<file path="config.mk">
export PLATFORM = sky130hd
export DESIGN_NAME = dma_irq_status_ctrl
export DESIGN_NICKNAME = d
export VERILOG_FILES = /design/src/rtl/dma_irq_pkg.sv /design/src/rtl/dis_cause_bank.sv /design/src/rtl/dis_bus_decode.sv /design/src/rtl/dis_cfg_word.sv /design/src/rtl/dis_irq_merge.sv /design/src/rtl/dma_irq_status_ctrl.sv
export SDC_FILE = /design/constraint.sdc
export NUM_CORES = 1
export LEC_CHECK = 0
export CORE_UTILIZATION = 42
export DETAILED_ROUTE_END_ITERATION = 8
export PLACE_DENSITY = 0.72
export SYNTH_ARGS = -nofsm -noshare
export SYNTH_HDL_FRONTEND = slang
export SYNTH_SLANG_ARGS = --single-unit
</file>
<file path="constraint.sdc">
create_clock -name clk -period 5.25 [get_ports clk]
set_input_delay 1.05 -clock clk [delete_from_list [all_inputs] [get_ports clk]]
set_output_delay 1.05 -clock clk [all_outputs]
set_load 0.01 [all_outputs]
</file>
<file path="src/rtl/dma_irq_pkg.sv">
// Package: shared constants and types for the DMA interrupt status collector.
// Assumes byte addressing with 32-bit register spacing.
package dma_irq_pkg;

    localparam int NUM_CLASS = 4;

    // Cause class index; order fixes the register layout (4-byte stride).
    typedef enum logic [1:0] {
        CLS_DONE    = 2'd0,
        CLS_SRC_ERR = 2'd1,
        CLS_DST_ERR = 2'd2,
        CLS_CFG_ERR = 2'd3
    } cause_cls_e;

    localparam int OFS_MASKED_BASE = 'h800;
    localparam int OFS_RAW_BASE    = 'h810;
    localparam int OFS_BUSY        = 'h820;
    localparam int OFS_PRIO        = 'h824;
    localparam int OFS_ARB         = 'h828;
    localparam int OFS_STRIDE      = 4;

endpackage

</file>
<file path="src/rtl/dis_cause_bank.sv">
// Module: one cause class. Keeps a sticky pending bit per channel, set by
// an event pulse and cleared by a write-ones strobe; an event wins over a
// clear in the same cycle. Produces the enable-filtered view.
// Assumes clr_i is a single-cycle strobe qualified by the bus decoder.
module dis_cause_bank #(
    parameter int NCH = 8
) (
    input  logic           clk,
    input  logic           rst_n,
    input  logic [NCH-1:0] event_i,
    input  logic           clr_i,
    input  logic [NCH-1:0] clr_bits_i,
    input  logic [NCH-1:0] enable_i,
    output logic [NCH-1:0] raw_o,
    output logic [NCH-1:0] masked_o
);

    logic [NCH-1:0] pend_q;
    logic [NCH-1:0] clr_vec;

    // Purpose: expand the clear strobe to a per-channel vector.
    always_comb begin
        clr_vec = clr_i ? clr_bits_i : '0;
    end

    // Purpose: per-channel sticky bit, event has priority over clear.
    for (genvar ch = 0; ch < NCH; ch++) begin : g_bit
        always_ff @(posedge clk) begin
            if (!rst_n) begin
                pend_q[ch] <= 1'b0;
            end else if (event_i[ch]) begin
                pend_q[ch] <= 1'b1;
            end else if (clr_vec[ch]) begin
                pend_q[ch] <= 1'b0;
            end
        end
    end

    // Purpose: filtered view for the interrupt line and readback.
    always_comb begin
        raw_o    = pend_q;
        masked_o = pend_q & enable_i;
    end

endmodule

</file>
<file path="src/rtl/dis_bus_decode.sv">
// Module: register bus decoder. Turns writes into clear strobes and
// configuration-word enables, and registers read data from a mux.
// Assumes one access per cycle and NCH <= DATA_W; unmapped reads give zero.
module dis_bus_decode
    import dma_irq_pkg::*;
#(
    parameter int NCH    = 8,
    parameter int ADDR_W = 12,
    parameter int DATA_W = 32
) (
    input  logic                              clk,
    input  logic                              rst_n,
    input  logic                              bus_en,
    input  logic                              bus_we,
    input  logic [ADDR_W-1:0]                 bus_addr,
    input  logic [NUM_CLASS-1:0][NCH-1:0]     raw_i,
    input  logic [NUM_CLASS-1:0][NCH-1:0]     masked_i,
    input  logic [NCH-1:0]                    busy_i,
    input  logic [DATA_W-1:0]                 prio_i,
    input  logic [DATA_W-1:0]                 arb_i,
    output logic [NUM_CLASS-1:0]              raw_clr_o,
    output logic                              prio_we_o,
    output logic                              arb_we_o,
    output logic [DATA_W-1:0]                 rdata_o
);

    logic                wr_acc;
    logic                rd_acc;
    logic [DATA_W-1:0]   rd_mux;
    logic [DATA_W-1:0]   rd_q;

    // Purpose: qualify the access type.
    always_comb begin
        wr_acc = bus_en &  bus_we;
        rd_acc = bus_en & ~bus_we;
    end

    // Purpose: write decode; filtered and busy offsets get no strobe.
    always_comb begin
        for (int c = 0; c < NUM_CLASS; c++) begin
            raw_clr_o[c] = wr_acc &&
                (bus_addr == ADDR_W'(OFS_RAW_BASE + c * OFS_STRIDE));
        end
        prio_we_o = wr_acc && (bus_addr == ADDR_W'(OFS_PRIO));
        arb_we_o  = wr_acc && (bus_addr == ADDR_W'(OFS_ARB));
    end

    // Purpose: read mux over every mapped offset, zero elsewhere.
    always_comb begin
        rd_mux = '0;
        for (int c = 0; c < NUM_CLASS; c++) begin
            if (bus_addr == ADDR_W'(OFS_MASKED_BASE + c * OFS_STRIDE)) begin
                rd_mux = DATA_W'(masked_i[c]);
            end
            if (bus_addr == ADDR_W'(OFS_RAW_BASE + c * OFS_STRIDE)) begin
                rd_mux = DATA_W'(raw_i[c]);
            end
        end
        if (bus_addr == ADDR_W'(OFS_BUSY)) begin
            rd_mux = DATA_W'(busy_i);
        end
        if (bus_addr == ADDR_W'(OFS_PRIO)) begin
            rd_mux = prio_i;
        end
        if (bus_addr == ADDR_W'(OFS_ARB)) begin
            rd_mux = arb_i;
        end
    end

    // Purpose: registered read data, held between reads.
    always_ff @(posedge clk) begin
        if (!rst_n) begin
            rd_q <= '0;
        end else if (rd_acc) begin
            rd_q <= rd_mux;
        end
    end

    assign rdata_o = rd_q;

endmodule

</file>
<file path="src/rtl/dis_cfg_word.sv">
// Module: a plain software-written configuration word with reset to zero.
// Assumes the write enable is already address-qualified.
module dis_cfg_word #(
    parameter int DATA_W = 32
) (
    input  logic              clk,
    input  logic              rst_n,
    input  logic              we_i,
    input  logic [DATA_W-1:0] wdata_i,
    output logic [DATA_W-1:0] value_o
);

    logic [DATA_W-1:0] word_q;

    // Purpose: load on write, hold otherwise.
    always_ff @(posedge clk) begin
        if (!rst_n) begin
            word_q <= '0;
        end else if (we_i) begin
            word_q <= wdata_i;
        end
    end

    assign value_o = word_q;

endmodule

</file>
<file path="src/rtl/dis_irq_merge.sv">
// Module: reduces all filtered bits of all classes to one registered line.
// Assumes the line is level-sensitive at the interrupt controller.
module dis_irq_merge
    import dma_irq_pkg::*;
#(
    parameter int NCH = 8
) (
    input  logic                          clk,
    input  logic                          rst_n,
    input  logic [NUM_CLASS-1:0][NCH-1:0] masked_i,
    output logic                          irq_o
);

    logic any_set;
    logic irq_q;

    // Purpose: OR across classes and channels.
    always_comb begin
        any_set = 1'b0;
        for (int c = 0; c < NUM_CLASS; c++) begin
            any_set = any_set | (|masked_i[c]);
        end
    end

    // Purpose: register the combined line for a clean output.
    always_ff @(posedge clk) begin
        if (!rst_n) begin
            irq_q <= 1'b0;
        end else begin
            irq_q <= any_set;
        end
    end

    assign irq_o = irq_q;

endmodule

</file>
<file path="src/rtl/dma_irq_status_ctrl.sv">
// Module: top of the DMA interrupt status collector. Packs the four event
// and enable vectors into class arrays, instantiates one cause bank per
// class, the bus decoder, two configuration words and the interrupt merge.
// Assumes NCH <= DATA_W and single-clock operation.
module dma_irq_status_ctrl
    import dma_irq_pkg::*;
#(
    parameter int NCH    = 8,
    parameter int ADDR_W = 12,
    parameter int DATA_W = 32
) (
    input  logic              clk,
    input  logic              rst_n,
    input  logic              bus_en,
    input  logic              bus_we,
    input  logic [ADDR_W-1:0] bus_addr,
    input  logic [DATA_W-1:0] bus_wdata,
    output logic [DATA_W-1:0] bus_rdata,
    input  logic [NCH-1:0]    ev_tc,
    input  logic [NCH-1:0]    ev_src_err,
    input  logic [NCH-1:0]    ev_dst_err,
    input  logic [NCH-1:0]    ev_cfg_err,
    input  logic [NCH-1:0]    en_tc,
    input  logic [NCH-1:0]    en_src_err,
    input  logic [NCH-1:0]    en_dst_err,
    input  logic [NCH-1:0]    en_cfg_err,
    input  logic [NCH-1:0]    ch_busy,
    output logic [DATA_W-1:0] prio_cfg,
    output logic [DATA_W-1:0] arb_cfg,
    output logic              irq
);

    logic [NUM_CLASS-1:0][NCH-1:0] ev_all;
    logic [NUM_CLASS-1:0][NCH-1:0] en_all;
    logic [NUM_CLASS-1:0][NCH-1:0] raw_all;
    logic [NUM_CLASS-1:0][NCH-1:0] masked_all;
    logic [NUM_CLASS-1:0]          raw_clr;
    logic                          prio_we;
    logic                          arb_we;

    // Purpose: pack per-class ports in register-layout order.
    always_comb begin
        ev_all[CLS_DONE]    = ev_tc;
        ev_all[CLS_SRC_ERR] = ev_src_err;
        ev_all[CLS_DST_ERR] = ev_dst_err;
        ev_all[CLS_CFG_ERR] = ev_cfg_err;
        en_all[CLS_DONE]    = en_tc;
        en_all[CLS_SRC_ERR] = en_src_err;
        en_all[CLS_DST_ERR] = en_dst_err;
        en_all[CLS_CFG_ERR] = en_cfg_err;
    end

    for (genvar c = 0; c < NUM_CLASS; c++) begin : g_cls
        dis_cause_bank #(.NCH(NCH)) u_bank (
            .clk        (clk),
            .rst_n      (rst_n),
            .event_i    (ev_all[c]),
            .clr_i      (raw_clr[c]),
            .clr_bits_i (bus_wdata[NCH-1:0]),
            .enable_i   (en_all[c]),
            .raw_o      (raw_all[c]),
            .masked_o   (masked_all[c])
        );
    end

    dis_bus_decode #(.NCH(NCH), .ADDR_W(ADDR_W), .DATA_W(DATA_W)) u_dec (
        .clk       (clk),
        .rst_n     (rst_n),
        .bus_en    (bus_en),
        .bus_we    (bus_we),
        .bus_addr  (bus_addr),
        .raw_i     (raw_all),
        .masked_i  (masked_all),
        .busy_i    (ch_busy),
        .prio_i    (prio_cfg),
        .arb_i     (arb_cfg),
        .raw_clr_o (raw_clr),
        .prio_we_o (prio_we),
        .arb_we_o  (arb_we),
        .rdata_o   (bus_rdata)
    );

    dis_cfg_word #(.DATA_W(DATA_W)) u_prio (
        .clk     (clk),
        .rst_n   (rst_n),
        .we_i    (prio_we),
        .wdata_i (bus_wdata),
        .value_o (prio_cfg)
    );

    dis_cfg_word #(.DATA_W(DATA_W)) u_arb (
        .clk     (clk),
        .rst_n   (rst_n),
        .we_i    (arb_we),
        .wdata_i (bus_wdata),
        .value_o (arb_cfg)
    );

    dis_irq_merge #(.NCH(NCH)) u_irq (
        .clk      (clk),
        .rst_n    (rst_n),
        .masked_i (masked_all),
        .irq_o    (irq)
    );

endmodule

</file>
==> summary.md <==
| Metric | Value |
|---|---|
| Total gr overflow | 0 |
| Most common cell in the netlist | nand2_1 |
| P per Cell Area | approximately 280 nW/µm² |
| Gr usage total | between 20% and 30% |
| Ys async rst share | 0% |
| R2r worst-path depth | 4 |
| Crit Path Class | in2reg |
| Die outline height | roughly 120 µm |
| # fillers | roughly 1200 |
| Post-Syn Area | 6150 µm² |
| Max FO, Critical Path | 20 |
| Core Box Area | ~14000 µm² |
| Setup TNS | 0 ps |
| Maximum number of pins on one net before global-route repair | 96 |
| Post-Synthesis Cells | 730 |
| Pre-CTS setup slack | approximately 1300 ps |
| Synth unique cells | 45 |
| GPL Wtd Cong | 0.905 |
| Synthesized flop and latch total | 129 |
| Initial DRT Pass Iterations | 5 |
| Non-filler instance count after layout | between 1000 and 1500 |
| Setup-failing EPs final | 0 |
| H-tree depth | 4 |
| CP arrival | just under 4000 ps |
| Largest area contributor in the netlist | dfxtp_1 |
| CTS resizes | 0 |
| First-pass GRT wire length | roughly 34000 µm |
| ANT cells | 0 |
| Number of global-route vias before repair | just over 6000 |
| Syn nets | between 800 and 900 |
| Final core occ | 64.2% |
| Crit. Startpoint | bus_addr[2] |
| Critical Path RT | roughly 5600 ps |
| Layout cells sized above 1 | roughly 6.6% |
| Top cell type's share of synthesized area | between 40% and 50% |
| Worst VDD drop | ~0.22 mV |
| Post-Route WL | roughly 22000 µm |
| Internal reg-to-reg setup slack | between 3000 and 4000 ps |
| Clock skew | 4.21 ps |
| Max cap viols | 0 |
| Synth cell count leaders | nand2_1 (164), dfxtp_1 (129), a21boi_1 (50), clkbuf_1 (43) |
| Antenna Violating Nets Remaining | 0 |
| Hold WC Path Type | reg2reg |
| Slew margin rel. | 25.7% |
| CTS Hold Buffers Added | 0 |
| Status | completed |
| Period Utilization, post-route | about two thirds |
| Initial antenna violation count | 1 |
| Drt wl/cell | about 20 µm |
| Half-perimeter wire length after placement | 16000 µm |
| PortBufs | between 200 and 250 |
| CP startpoint kind | input pin |
| Ys flop type | dfxtp_1 |
| Reg clk slew, reported paths | about 60 ps |
| Post-Syn Area per Cell | around 8.4 µm² |
| Minimum clock period | around 3600 ps |
| Slew @ Worst Pin | roughly 1100 ps |
| Setup ws final | 1680 ps |
| Hold Fails Final Rpt | 0 |
| Sequential area share after synthesis | around two fifths |
| FF-to-FF Start | g_cls[1].u_bank.raw_o[5] |
| Nets | ~1000 |
| CTS buffer count | 17 |
| Post-synth EDFFs | 0 |
| Row count | 43 |
| Pins Over Slew Limit | 0 |
| Num ports | approximately 220 |
| Unrepaired setup endpoints after global routing | no |
| Die Wd | roughly 120 µm |
| Cells after DPL | approximately 1100 |
| Iter 0 DRT Violations | between 600 and 700 |
| Via count | approximately 6500 |
| CTS tree | done |
| Critical Path End | u_prio.value_o[13] |
| DRC violations left | 0 |
| Skew-Pair Late Insertion Delay | between 400 and 500 ps |
| Root Buffer | clkbuf_16 |
| Layout overhead on the synthesized area | 47.2% |
| Ys Warns | 0 |
| Setup repair bufs after CTS | 0 |
| Clk buf depth | 2 |
| Crit. End Element | flip-flop |
| CTS sink cnt | roughly 130 |
| Leak Pwr | 3.06 nW |
| Vias per cell | 5.83 |
| Top cells by area, synth | dfxtp_1 (42%), nand2_1 (10%), a21boi_1 (6.1%) |
| Die area | 15100 µm² |
| Reg-to-Reg End | u_dec.rdata_o[5] |
| Initial Utilization | 43.6% |
| Fmax | roughly 280 MHz |
## how the worst min path moves through the flow
stage                     cells past startpoint  slack (ps)          startpoint            endpoint
after floorplan                               2         490  u_prio.value_o[10]  u_prio.value_o[10]
after global placement                        2         450  u_prio.value_o[15]  u_prio.value_o[15]
after detailed placement                      2         470    u_arb.value_o[9]    u_arb.value_o[9]
after CTS                                     2         470    u_arb.value_o[9]    u_arb.value_o[9]
final                                         2         470    u_arb.value_o[9]    u_arb.value_o[9]
after global routing                          2         500  u_prio.value_o[15]  u_prio.value_o[15]
## worst max-delay path: stages
cell and delay (ps):
clkdlybuf4s50_1 860, or4b_2 700, nor4_1 260, and3_1 540, buf_12 220, nand2_1 70
a21boi_1 180
## metal layers
metal	track usage, %	vias to the layer above	share of wire (%)
met5	0	-	0.058
met4	10.9	2	2.6
met3	8.39	46	8.0
met2	47.1	314	47
met1	38.4	3100	42
li1	-	3042	-
## final cells by class
type,count,area (µm²),share of cell area [%]
repair buffers,227,2250,24.9
inverters,1,3.75,0.0415
flip-flops and latches,129,2580,28.5
well taps,180,225,2.49
clock inverters,14,181,2.00
clock buffers,18,439,4.85
multi-input cells,546,3370,37.2
## layout by cell type, fill, tap and decap left out, drive strengths merged, types with 8 or more instances in the layout
cell type / count
a2111oi: 8
a21boi: 96
a21oi: 24
a221oi: 28
a22oi: 8
a2bb2oi: 12
buf: 12
clkbuf: 18
clkdlybuf4s50: 215
dfxtp: 129
mux2i: 8
nand2: 164
nand3b: 9
nor2: 39
nor3: 16
nor3b: 24
o211ai: 8
o21a: 32
o21ai: 20
## state kept, by name (all words and copies together), names as in the netlist
register,count
u_arb.value_o,32
g_cls.u_bank.raw_o,32
u_irq.irq_o,1
u_dec.rdata_o,32
u_prio.value_o,32
## stage by stage
| stage | hold WS (ps) | area (µm²) | total power (W) |
|---|---|---|---|
| after global routing | 500 | 9050 | 0.00263 |
| final | 473 | 9050 | 0.00254 |
| after detailed placement | 465 | 8430 | 0.00133 |
| after CTS | 473 | 9050 | 0.00255 |
| after global placement | 454 | 8430 | 0.00132 |
| after floorplan | 487 | 6150 | 0.00116 |
## power breakdown
| group | switching, W | internal [W] |
|---|---|---|
| clock network | 0.000468 | 0.000767 |
| registers | 0.0000220 | 0.00101 |
| logic | 0.000122 | 0.000156 |
| total | 0.000612 | 0.00193 |
## logic make-up after synthesis
group,count (synthesis),share of synthesized area [%]
flip-flops,129,42.0
AND/OR/NAND/NOR,285,22.1
AO/OA/AOI/OAI,253,31.0
buffers and inverters,55,3.62
multiplexers,8,1.30
No activity file was read; power rests on OpenSTA's default activity.
